## src/rtl/vtg_pkg.sv

```systemverilog
package vtg_pkg;
  localparam int SRC_RTC  = 0;
  localparam int SRC_DEND = 1;
  localparam int NUM_SRC  = 2;
endpackage

```

## src/rtl/vtg_counter.sv

```systemverilog
module vtg_counter #(
  parameter int CNT_W     = 10,
  parameter int FRAME_LEN = 625
) (
  input  logic             clk_i,
  input  logic             rst_ni,
  input  logic             step_i,
  output logic [CNT_W-1:0] cnt_o
);
  localparam logic [CNT_W-1:0] LAST = CNT_W'(FRAME_LEN - 1);

  logic [CNT_W-1:0] cnt_q, cnt_d;

  always_comb begin
    cnt_d = cnt_q;
    if (step_i) cnt_d = (cnt_q == LAST) ? '0 : cnt_q + 1'b1;
  end

  always_ff @(posedge clk_i or negedge rst_ni) begin
    if (!rst_ni) cnt_q <= '0;
    else         cnt_q <= cnt_d;
  end

  assign cnt_o = cnt_q;
endmodule

```

## src/rtl/vtg_decode.sv

```systemverilog
module vtg_decode
  import vtg_pkg::*;
#(
  parameter int CNT_W      = 10,
  parameter int SYNC_START = 564,
  parameter int SYNC_LEN   = 5,
  parameter int RTC_POS    = 200,
  parameter int GFX_END    = 512,
  parameter int TXT_END    = 500
) (
  input  logic [CNT_W-1:0]   cnt_i,
  input  logic               step_i,
  input  logic               gfx_i,
  output logic               vsync_o,
  output logic               active_o,
  output logic [NUM_SRC-1:0] hit_o
);
  localparam logic [CNT_W-1:0] SYNC_LO  = CNT_W'(SYNC_START);
  localparam logic [CNT_W-1:0] SYNC_HI  = CNT_W'(SYNC_START + SYNC_LEN - 1);
  localparam logic [CNT_W-1:0] GFX_LIM  = CNT_W'(GFX_END);
  localparam logic [CNT_W-1:0] TXT_LIM  = CNT_W'(TXT_END);
  // events are decoded one count early so the flag rises with the count
  localparam logic [CNT_W-1:0] RTC_PRE  = CNT_W'(RTC_POS - 1);
  localparam logic [CNT_W-1:0] GFX_PRE  = CNT_W'(GFX_END - 1);
  localparam logic [CNT_W-1:0] TXT_PRE  = CNT_W'(TXT_END - 1);

  logic [CNT_W-1:0] end_lim, end_pre;

  assign end_lim  = gfx_i ? GFX_LIM : TXT_LIM;
  assign end_pre  = gfx_i ? GFX_PRE : TXT_PRE;
  assign vsync_o  = (cnt_i >= SYNC_LO) && (cnt_i <= SYNC_HI);
  assign active_o = cnt_i < end_lim;

  always_comb begin
    hit_o           = '0;
    hit_o[SRC_RTC]  = step_i && (cnt_i == RTC_PRE);
    hit_o[SRC_DEND] = step_i && (cnt_i == end_pre);
  end
endmodule

```

## src/rtl/vtg_irq.sv

```systemverilog
module vtg_irq
  import vtg_pkg::*;
(
  input  logic               clk_i,
  input  logic               rst_ni,
  input  logic [NUM_SRC-1:0] hit_i,
  input  logic [NUM_SRC-1:0] clr_i,
  input  logic [NUM_SRC-1:0] en_i,
  output logic [NUM_SRC-1:0] flag_o,
  output logic               irq_o
);
  logic [NUM_SRC-1:0] flag_q;

  for (genvar g = 0; g < NUM_SRC; g++) begin : g_src
    always_ff @(posedge clk_i or negedge rst_ni) begin
      if (!rst_ni)       flag_q[g] <= 1'b0;
      else if (hit_i[g]) flag_q[g] <= 1'b1;
      else if (clr_i[g]) flag_q[g] <= 1'b0;
    end
  end

  assign flag_o = flag_q;
  assign irq_o  = |(flag_q & en_i);
endmodule

```

## src/rtl/vtg_vertical_timing.sv

```systemverilog
module vtg_vertical_timing
  import vtg_pkg::*;
#(
  parameter int CNT_W      = 10,
  parameter int FRAME_LEN  = 625,
  parameter int SYNC_START = 564,
  parameter int SYNC_LEN   = 5,
  parameter int RTC_POS    = 200,
  parameter int GFX_END    = 512,
  parameter int TXT_END    = 500
) (
  input  logic             clk_i,
  input  logic             rst_ni,
  input  logic             half_line_en_i,
  input  logic             gfx_mode_i,
  input  logic [1:0]       irq_en_i,
  input  logic [1:0]       irq_clr_i,
  output logic             vsync_o,
  output logic             active_o,
  output logic             rtc_flag_o,
  output logic             dend_flag_o,
  output logic             irq_o,
  output logic [CNT_W-1:0] vcount_o
);
  logic [CNT_W-1:0]   cnt;
  logic [NUM_SRC-1:0] hit, flag;

  vtg_counter #(.CNT_W(CNT_W), .FRAME_LEN(FRAME_LEN)) i_cnt (
    .clk_i  (clk_i),
    .rst_ni (rst_ni),
    .step_i (half_line_en_i),
    .cnt_o  (cnt)
  );

  vtg_decode #(
    .CNT_W(CNT_W), .SYNC_START(SYNC_START), .SYNC_LEN(SYNC_LEN),
    .RTC_POS(RTC_POS), .GFX_END(GFX_END), .TXT_END(TXT_END)
  ) i_dec (
    .cnt_i    (cnt),
    .step_i   (half_line_en_i),
    .gfx_i    (gfx_mode_i),
    .vsync_o  (vsync_o),
    .active_o (active_o),
    .hit_o    (hit)
  );

  vtg_irq i_irq (
    .clk_i  (clk_i),
    .rst_ni (rst_ni),
    .hit_i  (hit),
    .clr_i  (irq_clr_i),
    .en_i   (irq_en_i),
    .flag_o (flag),
    .irq_o  (irq_o)
  );

  assign vcount_o    = cnt;
  assign rtc_flag_o  = flag[SRC_RTC];
  assign dend_flag_o = flag[SRC_DEND];
endmodule

```

## config.mk

```make
export PLATFORM = sky130hd
export DESIGN_NAME = vtg_vertical_timing
export DESIGN_NICKNAME = d
export VERILOG_FILES = /design/src/rtl/vtg_pkg.sv /design/src/rtl/vtg_counter.sv /design/src/rtl/vtg_decode.sv /design/src/rtl/vtg_irq.sv /design/src/rtl/vtg_vertical_timing.sv
export SDC_FILE = /design/constraint.sdc
export NUM_CORES = 1
export LEC_CHECK = 0
export BUFFER_PORTS_ARGS = -buffer_cell sky130_fd_sc_hd__buf_2
export CORE_AREA = 2 2 47 49
export CTS_CLUSTER_DIAMETER = 150
export DETAILED_ROUTE_END_ITERATION = 10
export DIE_AREA = 0 0 49 51
export PLACE_DENSITY = 0.7
export SLEW_MARGIN = 10
export SYNTH_ARGS = -nofsm -noshare
export SYNTH_HDL_FRONTEND = slang
export SYNTH_SLANG_ARGS = --single-unit
```

## constraint.sdc

```tcl
create_clock -name clk_i -period 1.6 [get_ports clk_i]
set_clock_uncertainty 0.1 [all_clocks]
set_input_delay 0.16 -clock clk_i [delete_from_list [all_inputs] [get_ports clk_i]]
set_output_delay 0.16 -clock clk_i [all_outputs]
set_load 0.01 [all_outputs]
```

==> metrics.cfg <==
[status]
status = finished with violations
violations = negative setup slack

[finish]
multi_input_area_um2 = 654
num-nets-final = 156
fin_util = 0.649
drive_above_1_share = 0.514
diodes = 0
fill_cells = 166
layout.area.seq_um2 = 302
stdcell_count = 166
area_growth_pct = 53.1

[clock_tree]
path_clk_slew_ns = 0.08
htreeDepth = 1
cts_buffer_depth = 2
numCtsBuffers = 3
clock-sinks = 12
cts-root-buf = clkbuf_4
clock_latency_ns = 0.27
cts_tree = done

[worst_setup_path]
slowest_stage = dfrtp_1
cp.required_ns = 1.34
endpoint_kind = output port
slowest_delay_ns = 0.41
path_cells = ha_4, nand2_2, o21ai_2, a21oi_2, o21a_1, buf_2
start_kind = flip-flop
crit_arrival_ns = 1.52
crit_family = flip-flops
path_buf_inv = 1
worstSetupPathType = flip-flop to output port
cp_max_fo = 2

[logic_synthesis]
syn_inst = 95
avgSynthCellArea_um2 = 9.21
ys.flop_type = dfrtp_1
syn_area_um2 = 875
yosys_warnings = 0
async_flop_share = 1.00
synth_edf_count = 0
ys_ff_latch = 12
ys_types = 35
synth-seq-area-share = 0.343
synth_nets = 112

[sta]
rsz0062_at_grt = true
fin_tns_setup_ns = -0.821
maxSlewViolCount = 0
timing.hold.ws_ns = 0.0540
setup_slack_ns = -0.182
fmax_mhz = 561
hold_violations = 0
min_period_ns = 1.78
final-setup-viol-count = 9
slew_headroom = 0.747
period_share = 1.11
tightest_slew_ns = 0.374

[floorplanning]
coreArea_um2 = 2060
fp.dieH_um = 51
initial_core_util = 0.424
dieArea_um2 = 2500
dieWidth_um = 49
core.rowCount = 17
io_pins = 23

[global_routing]
grt_pass1_vias = 837
overflow = 0
grt_use_total = 0.204
antenna_found_initial = 0
grt_pass1_wl_um = 3810
grt_max_degree = 13

[drt]
vias = 928
drc = 0
antenna_left = 0
avgViaCountPerCell = 5.59
wl_um = 2630
drt_iter0_markers = 12
drt-pass1-iter-count = 4
wl_per_cell_um = 15.9

[power]
vdd.ir_drop.worst_mv = 0.682
total_power_mw = 1.78
leakage_nw = 0.678
p_per_area_nw_per_um2 = 1330

[placement]
gp_congestion = 0.812
hpwl_um = 1680
portBuffers = 22
placed_cells = 154

[flow_run]
drv_cap = 0

[hold_path]
worst_hold_path_type = input pin to flip-flop

Yosys cell counts (2+ instances only):
| cell type | n | area [um^2] |
|---|---|---|
| a22o_1 | 4 | 35.0 |
| ha_1 | 9 | 113 |
| o21ai_0 | 3 | 15.0 |
| xor2_1 | 2 | 17.5 |
| nor2_1 | 3 | 11.3 |
| o21ai_1 | 2 | 10.0 |
| and3_1 | 2 | 12.5 |
| inv_1 | 7 | 26.3 |
| a21o_1 | 3 | 22.5 |
| a21oi_1 | 5 | 25.0 |
| or3b_4 | 2 | 22.5 |
| dfrtp_1 | 12 | 300 |
| xnor2_1 | 2 | 17.5 |
| nor3_1 | 4 | 20.0 |
| nand3_1 | 5 | 25.0 |
| nor2b_1 | 2 | 12.5 |
| nand4_1 | 2 | 12.5 |
| nand2_1 | 9 | 33.8 |
repair_timing:
action                                  4_1_cts  5_1_grt
endpoints found under the hold margin        12        0
pin swaps                                     7        8
resized for setup                            14       19
buffers inserted                              3        4
hold buffers                                  1        0
endpoints found under the setup margin        6        9
gates cloned                                  0        0
stage by stage:
stage / cell area, um^2 / setup WS (ns)
floorplan: 875 / -0.0306
global placement: 1090 / -0.0690
detailed placement: 1090 / -0.0446
CTS: 1230 / -0.252
global route: 1340 / -0.262
finish: 1340 / -0.182
routing by layer:
metal | vias to the layer above | global-route usage | share of wire
met1 | 440 | 0.257 | 0.40
met4 | 0 | 0.105 | 0.036
li1 | 432 | - | -
met3 | 14 | 0.0263 | 0.036
met5 | - | 0 | 0
met2 | 42 | 0.345 | 0.53
area by class of cell:
class / instances / share of cell area
Tap cell: 28 / 0.0262
Sequential cell: 12 / 0.225
Timing Repair Buffer: 43 / 0.213
Multi-Input combinational cell: 72 / 0.489
Clock buffer: 4 / 0.0271
Inverter: 7 / 0.0196
cell families (layout without fill, tap and decap cells):
family / Yosys count / count (layout) / synth area share
simple gates: 37 / 37 / 0.250
compound gates: 22 / 22 / 0.175
flops: 12 / 12 / 0.343
buf+inv: 11 / 54 / 0.0629
fa+ha+maj: 9 / 9 / 0.129
xor+xnor: 4 / 4 / 0.0401
where the power goes:
part / switching (mW) / internal, mW / total [mW] / leakage, nW
Sequential: 0.0865 / 0.379 / 0.465 / 0.147
Combinational: 0.551 / 0.524 / 1.07 / 0.511
Clock: 0.102 / 0.138 / 0.240 / 0.0210
Total: 0.740 / 1.04 / 1.78 / 0.678
placed cells by master, fill, tap and decap left out, types with 3 or more instances in the layout:
| cell | count |
|---|---|
| buf_2 | 22 |
| buf_4 | 16 |
| dfrtp_1 | 11 |
| nand2_1 | 8 |
| a22o_1 | 4 |
| inv_1 | 4 |
| nand3_1 | 4 |
| ha_4 | 4 |
| ha_1 | 4 |
| buf_6 | 4 |
| inv_2 | 3 |
| a21oi_2 | 3 |
| o21ai_2 | 3 |
| a21o_1 | 3 |
| nor3_4 | 3 |
| nor3_1 | 3 |
| nor2_1 | 3 |
| clkbuf_4 | 3 |
sequential cells by signal (all words and copies together), names as in the netlist:
signal / count
i_irq.flag_o: 2
i_cnt.cnt_o: 10
path summary, 6_finish.rpt:
path	from	end	slack, ns	cells past startpoint
setup / recovery	i_cnt.cnt_o[5]	active_o	-0.18	6
min in group asynchronous	rst_ni	i_cnt.cnt_o[3]	0.23	2
max in group asynchronous	rst_ni	i_cnt.cnt_o[8]	0.94	2
hold reg to reg	i_irq.flag_o[0]	i_irq.flag_o[0]	0.45	1
hold / removal	half_line_en_i	i_cnt.cnt_o[0]	0.05	2
setup reg to reg	i_cnt.cnt_o[8]	i_cnt.cnt_o[4]	-0.10	5
Power figures use the tool's default switching activity.
